### config.mk
export PLATFORM = sky130hd
export DESIGN_NAME = rxCloseUnit
export DESIGN_NICKNAME = d
export VERILOG_FILES = /design/src/rtl/rxclose_pkg.sv /design/src/rtl/rxcloseCtrl.sv /design/src/rtl/rxcloseDatapath.sv /design/src/rtl/rxCloseUnit.sv
export SDC_FILE = /design/constraint.sdc
export NUM_CORES = 1
export LEC_CHECK = 0
export ABC_AREA = 1
export ABC_CLOCK_PERIOD_IN_PS = 2700
export CAP_MARGIN = 10
export CORE_ASPECT_RATIO = 0.8
export CORE_UTILIZATION = 33
export CTS_BUF_LIST = sky130_fd_sc_hd__clkbuf_4 sky130_fd_sc_hd__clkbuf_8
export CTS_CLUSTER_DIAMETER = 80
export DETAILED_ROUTE_END_ITERATION = 10
export HOLD_SLACK_MARGIN = 0.1
export REMOVE_ABC_BUFFERS = 1
export SYNTH_ARGS = -nofsm -noshare
export SYNTH_HDL_FRONTEND = slang
export SYNTH_SLANG_ARGS = --single-unit
### constraint.sdc
create_clock -name clk -period 2.7 [get_ports clk]
set_clock_uncertainty 0.15 [all_clocks]
set_input_delay 0.54 -clock clk [delete_from_list [all_inputs] [get_ports clk]]
set_output_delay 0.54 -clock clk [all_outputs]
set_load 0.02 [all_outputs]
### src/rtl/rxclose_pkg.sv
package rxclose_pkg;
  typedef struct packed {
    logic acceptByte;
    logic firstByte;
    logic closeMatch;
    logic closeGap;
  } closeStrobes_t;
endpackage

### src/rtl/rxcloseCtrl.sv
module rxcloseCtrl
  import rxclose_pkg::*;
#(
  parameter int TMR_W    = 16,
  parameter int PRESCALE = 4
) (
  input  logic             clk,
  input  logic             rstN,
  input  logic             rxValid,
  input  logic             anyHit,
  input  logic             gapEn,
  input  logic [TMR_W-1:0] gapReload,
  output closeStrobes_t    strb
);
  localparam int PRE_W = (PRESCALE > 1) ? $clog2(PRESCALE) : 1;
  localparam logic [PRE_W-1:0] PRE_LAST = PRE_W'(PRESCALE - 1);

  logic             bufOpenQ;
  logic [PRE_W-1:0] preQ;
  logic [TMR_W-1:0] timerQ;
  logic             tick;
  logic             running;
  logic             expire;

  assign running = bufOpenQ & gapEn;
  assign tick    = (preQ == PRE_LAST);
  assign expire  = running & tick & (timerQ <= TMR_W'(1));

  // a match takes precedence over a timer expiry in the same cycle
  always_comb begin
    strb.acceptByte = rxValid;
    strb.firstByte  = rxValid & ~bufOpenQ;
    strb.closeMatch = rxValid & anyHit;
    strb.closeGap   = expire & ~(rxValid & anyHit);
  end

  always_ff @(posedge clk or negedge rstN) begin
    if (!rstN) begin
      bufOpenQ <= 1'b0;
      preQ     <= '0;
      timerQ   <= '0;
    end else begin
      if (strb.closeMatch || strb.closeGap) bufOpenQ <= 1'b0;
      else if (rxValid)                     bufOpenQ <= 1'b1;

      if (strb.firstByte) begin
        timerQ <= gapReload;
        preQ   <= '0;
      end else if (running) begin
        preQ <= tick ? '0 : preQ + PRE_W'(1);
        if (tick && timerQ != '0) timerQ <= timerQ - TMR_W'(1);
      end
    end
  end

  // an empty buffer leaves the timer untouched
  a_r6_idle_timer: assert property (@(posedge clk) disable iff (!rstN)
    (!bufOpenQ && !rxValid) |=> $stable(timerQ));

  // the prescaler is frozen while the timer is not running
  a_r6_idle_prescale: assert property (@(posedge clk) disable iff (!rstN)
    (!bufOpenQ && !rxValid) |=> $stable(preQ));
endmodule

### src/rtl/rxcloseDatapath.sv
module rxcloseDatapath
  import rxclose_pkg::*;
#(
  parameter int DATA_W    = 8,
  parameter int NUM_MATCH = 4,
  parameter int CNT_W     = 16
) (
  input  logic                        clk,
  input  logic                        rstN,
  input  logic [DATA_W-1:0]           rxData,
  input  logic                        matchEn,
  input  logic [NUM_MATCH-1:0]        matchCfg,
  input  logic [NUM_MATCH*DATA_W-1:0] matchChars,
  input  logic                        gapEn,
  input  logic                        statusClr,
  input  closeStrobes_t               strb,
  output logic                        anyHit,
  output logic                        closeStb,
  output logic [CNT_W-1:0]            closeCount,
  output logic [15:0]                 descStatus,
  output logic [NUM_MATCH-1:0]        statusMatch,
  output logic                        statusGap,
  output logic [CNT_W-1:0]            byteCount
);
  localparam int DESC_GAP_BIT   = 11;
  localparam int DESC_MATCH_LSB = 12;

  logic [NUM_MATCH-1:0] hitVec;
  logic [NUM_MATCH-1:0] matchNib;
  logic [15:0]          descNext;
  logic [CNT_W-1:0]     countQ;
  logic                 closeAny;

  for (genvar gi = 0; gi < NUM_MATCH; gi++) begin : g_cmp
    assign hitVec[gi] = matchEn & matchCfg[gi] &
                        (rxData == matchChars[gi*DATA_W +: DATA_W]);
    assign matchNib[NUM_MATCH-1-gi] = hitVec[gi];
  end

  assign anyHit   = |hitVec;
  assign closeAny = strb.closeMatch | strb.closeGap;

  always_comb begin
    descNext = '0;
    descNext[DESC_GAP_BIT] = strb.closeGap;
    if (strb.closeMatch) descNext[DESC_MATCH_LSB +: NUM_MATCH] = matchNib;
  end

  always_ff @(posedge clk or negedge rstN) begin
    if (!rstN) begin
      closeStb    <= 1'b0;
      closeCount  <= '0;
      descStatus  <= '0;
      statusMatch <= '0;
      statusGap   <= 1'b0;
      countQ      <= '0;
    end else begin
      closeStb <= closeAny;
      if (closeAny) begin
        closeCount  <= countQ + CNT_W'(strb.acceptByte);
        descStatus  <= descNext;
        statusMatch <= strb.closeMatch ? matchNib : '0;
        statusGap   <= strb.closeGap;
        countQ      <= '0;
      end else begin
        if (strb.acceptByte) countQ <= countQ + CNT_W'(1);
        if (strb.firstByte || statusClr) begin
          statusMatch <= '0;
          statusGap   <= 1'b0;
        end
      end
    end
  end

  assign byteCount = countQ;

  // the running count is already cleared when the pulse is seen
  a_r4_count_cleared: assert property (@(posedge clk) disable iff (!rstN)
    closeStb |-> (byteCount == '0));

  // a closed buffer always holds at least one byte
  a_r4_close_nonempty: assert property (@(posedge clk) disable iff (!rstN)
    closeStb |-> (closeCount != '0));

  // exactly one closure reason is reported
  a_r7_single_reason: assert property (@(posedge clk) disable iff (!rstN)
    closeStb |-> !(descStatus[DESC_GAP_BIT] &&
                   (descStatus[DESC_MATCH_LSB +: NUM_MATCH] != '0)));

  // match reasons require the global enable
  a_r2_match_needs_enable: assert property (@(posedge clk) disable iff (!rstN)
    (closeStb && descStatus[DESC_MATCH_LSB +: NUM_MATCH] != '0) |-> $past(matchEn));

  // gap reasons require the timer enable
  a_r6_gap_needs_enable: assert property (@(posedge clk) disable iff (!rstN)
    (closeStb && descStatus[DESC_GAP_BIT]) |-> $past(gapEn));
endmodule

### src/rtl/rxCloseUnit.sv
module rxCloseUnit
  import rxclose_pkg::*;
#(
  parameter int DATA_W    = 8,
  parameter int NUM_MATCH = 4,
  parameter int CNT_W     = 16,
  parameter int TMR_W     = 16,
  parameter int PRESCALE  = 4
) (
  input  logic                        clk,
  input  logic                        rstN,
  input  logic                        rxValid,
  input  logic [DATA_W-1:0]           rxData,
  input  logic                        matchEn,
  input  logic [NUM_MATCH-1:0]        matchCfg,
  input  logic [NUM_MATCH*DATA_W-1:0] matchChars,
  input  logic                        gapEn,
  input  logic [TMR_W-1:0]            gapReload,
  input  logic                        statusClr,
  output logic                        closeStb,
  output logic [CNT_W-1:0]            closeCount,
  output logic [15:0]                 descStatus,
  output logic [NUM_MATCH-1:0]        statusMatch,
  output logic                        statusGap,
  output logic [CNT_W-1:0]            byteCount
);
  closeStrobes_t strb;
  logic          anyHit;

  rxcloseCtrl #(.TMR_W(TMR_W), .PRESCALE(PRESCALE)) ctrl_i (
    .clk(clk), .rstN(rstN), .rxValid(rxValid), .anyHit(anyHit),
    .gapEn(gapEn), .gapReload(gapReload), .strb(strb)
  );

  rxcloseDatapath #(.DATA_W(DATA_W), .NUM_MATCH(NUM_MATCH), .CNT_W(CNT_W)) dp_i (
    .clk(clk), .rstN(rstN), .rxData(rxData), .matchEn(matchEn),
    .matchCfg(matchCfg), .matchChars(matchChars), .gapEn(gapEn),
    .statusClr(statusClr), .strb(strb), .anyHit(anyHit),
    .closeStb(closeStb), .closeCount(closeCount), .descStatus(descStatus),
    .statusMatch(statusMatch), .statusGap(statusGap), .byteCount(byteCount)
  );
endmodule

; ---- Word-level counts from Yosys, hierarchy flattened
; Index checks and enable logic that the tools add are counted.
[totals]
inputBits = 66
reg_bits = 62
output_inout_bits = 54
elab_cells = 62
[op_classes]
eq_ne = 5
order_cmp = 1
n_mux = 15
reduce_logical = 11
n_addsub = 4
n_bitwise = 17
[ops]
columns = operator, n
row1 = two-way mux 16 bit, 5
row2 = == test 8 bit, 4
row3 = adder 16 x 1 -> 16 bit, 1
row4 = adder 16 x 1 -> 16 bit (second input constant), 1
row5 = less-or-equal comparator 16 x 1 -> 1 bit (second input constant), 1
row6 = nonzero test 16 bit, 1
row7 = subtractor 16 x 1 -> 16 bit (second input constant), 1
row8 = bitwise AND 1 bit, 14
row9 = two-way mux 4 bit, 3
row10 = nonzero test 2 bit, 5
row11 = two-way mux 2 bit, 3
row12 = two-way mux 1 bit, 4
row13 = OR reduction 4 bit, 1
row14 = adder 2 x 1 -> 2 bit (second input constant), 1
row15 = == test 2 bit (second input constant), 1
row16 = logical OR 1 bit, 2
row17 = inverter 1 bit, 2
row18 = AND reduction 2 bit, 1
row19 = logical AND 1 bit, 1
row20 = OR 1 bit, 1

; ---- Longest topological paths before layout
[logic_depth]
word_depth = 8
mapped_depth = 14
depth_no_buf = 12

; ---- By module
; From an unflattened synthesis, not the netlist that was laid out.
[hier_totals]
cells_unflattened = 623
hier_area_um2 = 4254.1
[by_module_without_submodules]
columns = mod, area_each_um2, seq_area_each_um2, n_inst, cells_each
row1 = rxcloseDatapath, 2736.4, 1076.0, 1, 405
row2 = rxcloseCtrl, 1517.7, 475.5, 1, 218

; ---- Least setup slack after synthesis
; OpenSTA, ideal clock, no wires.
[synth_path]
kind = input-to-reg
start = input port rxData[6]
end = register dp_i.countQ[12], in the netlist dp_i.byteCount[12]
n_path_buf = 3
t_required_ps = 2422
setup_ps = 128
arrival_time_ps = 1667
setup_slack_ps = 755
stages = 13
path_cell_list = buf_4 inv_1 o21ai_0 nor2_1 nand3_1 nor2_2 nor2_2 nand2_4 nand2_4 nand2_4 buf_6 buf_12 nor2_4
[synth_between]
elab_chain_len = 8
word_cells_on_any_way = 15
cone_classes = 4 x eq/ne / 1 x mux / 8 x bitwise / 2 x reduce/logical
[synth_lines]
columns = element, line
row1 = "start, declared", rxCloseUnit.sv:13  ; input logic [DATA_W-1:0] rxData,
row2 = == test 8 bit, rxcloseDatapath.sv:36  ; (rxData == matchChars[gi*DATA_W +: DATA_W]);
row3 = bitwise AND 1 bit, rxcloseDatapath.sv:35  ; assign hitVec[gi] = matchEn & matchCfg[gi] &
row4 = OR reduction 4 bit *, rxcloseDatapath.sv:40  ; assign anyHit = |hitVec;
row5 = bitwise AND 1 bit *, "rxcloseCtrl.sv:33, rxcloseCtrl.sv:34"
row6 = inverter 1 bit, rxcloseCtrl.sv:34  ; strb.closeGap = expire & ~(rxValid & anyHit);
row7 = bitwise AND 1 bit, rxcloseCtrl.sv:34
row8 = OR 1 bit *, rxcloseDatapath.sv:41  ; assign closeAny = strb.closeMatch | strb.closeGap;
row9 = named net dp_i.closeAny, rxcloseDatapath.sv:32  ; logic closeAny;
row10 = two-way mux 16 bit / nonzero test 2 bit (equally long branches), n/a
row11 = "end signal, assigned", rxcloseDatapath.sv:66  ; if (strb.acceptByte) countQ <= countQ + CNT_W'(1);
row12 = "end, declared", rxcloseDatapath.sv:31  ; logic [CNT_W-1:0] countQ;
; The timed path passes the listed nets; every way through them passes the cells marked *.
; A chain may end at the register's enable or synchronous reset.

; ---- Final worst setup path
[layout_path]
start = register ctrl_i.timerQ[0]
end = register ctrl_i.timerQ[1]
[layout_between]
elab_chain_len = 4
word_cells_on_any_way = 8
cone_classes = 1 x add/sub / 3 x mux / 4 x reduce/logical
[layout_lines]
columns = element, line
row1 = "start, declared", rxcloseCtrl.sv:20  ; logic [TMR_W-1:0] timerQ;
row2 = "start signal, assigned", rxcloseCtrl.sv:47  ; timerQ <= gapReload;
row3 = "start signal, assigned", rxcloseCtrl.sv:51  ; if (tick && timerQ != '0) timerQ <= timerQ - TMR_W'(1);
row4 = subtractor 16 x 1 -> 16 bit / nonzero test 16 bit (equally long branches), rxcloseCtrl.sv:51
row5 = two-way mux 16 bit / logical AND 1 bit (equally long branches), rxcloseCtrl.sv:51
row6 = two-way mux 16 bit / nonzero test 2 bit (equally long branches), n/a
row7 = two-way mux 16 bit / AND reduction 2 bit (equally long branches), n/a
; Parallel ways exist; a longest one is shown, timed or not. The select of a mux whose other input is x is not followed.

==> flow_summary.toml <==
[floorplanning]
rows = 37
initial_core_util_pct = 34.1
die-area_sq_um = 13800
floorplan.io_pins = 120
die-height_microns = 105
die_x_microns = 131
core_area_sq_um = 12900

[global_routing]
antenna_found_initial = 0
first_global_vias = 4258
grt.total_usage_pct = 19.7
grt_start_max_net_pins = 63
grt-ovfl-total = 0
grt_pass1_wl_mm = 21.1

[detailed_routing]
dr.pass1.iters = 5
routed-via-count = 4393
via_per_inst = 4.69
drcViolationCount = 0
postRouteAntennaNets = 0
wl_per_cell_microns = 13.8
drt-total-wl_mm = 13.0
wl_met3_microns = 593
wl_met1_mm = 6.33
drt_iter0_markers = 267
routed-wl-met2_mm = 5.87
top_layer = "met4"

[critical_path]
path_cells = "inv_1, ha_1, inv_1, nor2_4, nand4_2, nand2_1, nand2_1, buf_4, o211ai_1, o21ai_0"
worstSetupEndpointType = "register"
critPathArrivalTime_ps = 2420
crit_fanout = 9
critPathMaxStageDelay_ps = 400
start_kind = "register"
crit_required_ps = 2770
path_class = "reg2reg"
critPathBufInv = 3
path_delay_family = "simple AND/OR/NAND/NOR gates"
cp_slowest_cell = "dfrtp_1"

[finish]
nets = 828
diodes = 0
fillers = 1295
layout.cells.non_filler = 936
drive_above_1_share_pct = 9.07
areaGrowthSynthToFinish_pct = 35.8

[pwr]
power_mw = 3.64
p_leak_nw = 2.95
p_per_area_nw_per_um2 = 610
irDropWorstVdd_v = 0.000411

[synthesis]
synth_seq_cells = 62
synthTopCellsByCount = "182 x nand2_1, 77 x nor2_1, 72 x inv_1, 62 x dfrtp_1, 54 x nand3_1"
synth_area_sq_um = 4400
ys_types = 37
avgSynthCellArea_sq_um = 6.96
yosysMostFrequentCell = "nand2_1"
yosys.area.top_type = "dfrtp_1"
synthTopCellsByArea = "dfrtp_1 35%, nand2_1 16%, nor2_1 6.6%"
ys_warn_count = 0
synth_edf_count = 0
ys_seq_area_share_pct = 35.3
async_flop_share_pct = 100
synth_flop_cell = "dfrtp_1"
synth_top_cell_area_share_pct = 35.3
netlist_instances = 632

[cts]
cts.sinks = 62
cts-resized-gates = 0
cts_buffers = 9
root_buffer = "clkbuf_8"
clk_latency_ps = 350
path_clk_slew_ps = 60
h-tree-depth = 3
clock_path_buffers = 2
cts_tree = "done"
cts_setup_buffers = 0
holdBufCountCts = 1

[placed_design]
dp_slack_ps = 40.0
hpwl_mm = 10.0
placed_cells = 919
gp_congestion = 0.881
io_buffers = 108

[timing]
fin_tns_setup_ps = 0
setup_viol = 0
tightest_slew_ps = 545
finalCritPeriodShare_pct = 87.0
fmax_mhz = 426
finalHoldViolations = 0
slew-limit-headroom_pct = 63.5
fin_crit_ps = 2350
rsz0062_at_grt = "no"
setup_slack_ps = 351
maxSlewViolCount = 0

[run]
max_cap_viol_count = 0

[worst_hold_path]
hp-class = "reg2reg"

[run_status]
outcome = "finished clean"
-- cell families after synthesis --
kind of cell,after synthesis,share of synthesized area (%)
AND/OR/NAND/NOR,368,37.5
buffers and inverters,105,11.3
flip-flops,62,35.3
AO/OA/AOI/OAI,56,7.34
XOR/XNOR,34,6.77
adder cells (fa/ha/maj),6,1.71
other,1,0.0852
-- routing by layer --
layer  GRT usage [%]  vias to the layer above
met1            27.6                     2026
met2            31.0                      123
met4            4.60                        0
met5               0                        -
li1                -                     2231
met3            4.11                       13
-- registers in the layout, indices dropped and copies added, names as in the netlist, 2 cells and up --
signal	count
ctrl_i.preQ	2
ctrl_i.timerQ	16
dp_i.byteCount	16
dp_i.closeCount	16
dp_i.descStatus	5
dp_i.statusMatch	4
-- power breakdown --
group | internal, mW | switching (mW)
Sequential | 1.12 | 0.218
Clock | 0.643 | 0.362
Combinational | 0.573 | 0.728
Total | 2.34 | 1.31
-- worst min-delay path: cells and delay by family, from the launching register on --
kind / cells / cell delay, ps
DFF: 1 / 350
and+or+nand+nor: 2 / 130
-- layout by cell type (no fill, tap or decap), drive strengths merged, types with 6 or more instances in the layout --
cell | netlist | layout
nand4 | 18 | 18
nand3 | 54 | 54
nand2 | 187 | 187
ha | 6 | 6
a31oi | 6 | 6
clkbuf | 4 | 12
a21oi | 12 | 12
clkdlybuf4s50 | 0 | 107
nor2 | 95 | 95
buf | 24 | 23
conb | 1 | 11
xor2 | 15 | 15
nor3 | 8 | 8
o21ai | 25 | 25
xnor2 | 19 | 19
inv | 77 | 77
dfrtp | 62 | 62
-- layout make-up --
class	instances	area (sq um)	share of cell area, %
Multi-Input combinational cell	475	2390	39.9
Tap cell	175	219	3.66
Clock inverter	4	95.1	1.59
Timing Repair Buffer	131	1290	21.6
Sequential cell	62	1550	26.0
Inverter	77	289	4.84
Clock buffer	12	146	2.45
-- through the flow --
| stage | utilization (%) | instance area [sq um] | hold slack, ps |
|---|---|---|---|
| global placement | 44.3 | 5720 | 335 |
| CTS | 46.3 | 5980 | 368 |
| detailed placement | 44.3 | 5720 | 351 |
| floorplan | - | 4230 | 94.4 |
| finish | 46.3 | 5980 | 366 |
| global route | 46.3 | 5980 | 388 |
-- path summary, 6_finish.rpt --
path,slack (ps),cells after the start,from,endpoint
max reg2reg,350,10,ctrl_i.timerQ[0]$_DFFE_PN0P_,ctrl_i.timerQ[1]$_DFFE_PN0P_
max,350,10,ctrl_i.timerQ[0]$_DFFE_PN0P_,ctrl_i.timerQ[1]$_DFFE_PN0P_
max in group asynchronous,1530,3,rstN,ctrl_i.bufOpenQ$_DFFE_PN0P_
min reg2reg,370,2,dp_i.descStatus[14]$_DFFE_PN0P_,dp_i.descStatus[14]$_DFFE_PN0P_
min,370,2,dp_i.descStatus[14]$_DFFE_PN0P_,dp_i.descStatus[14]$_DFFE_PN0P_
min in group asynchronous,570,3,rstN,ctrl_i.timerQ[0]$_DFFE_PN0P_
(Power assumes the default switching activity.)
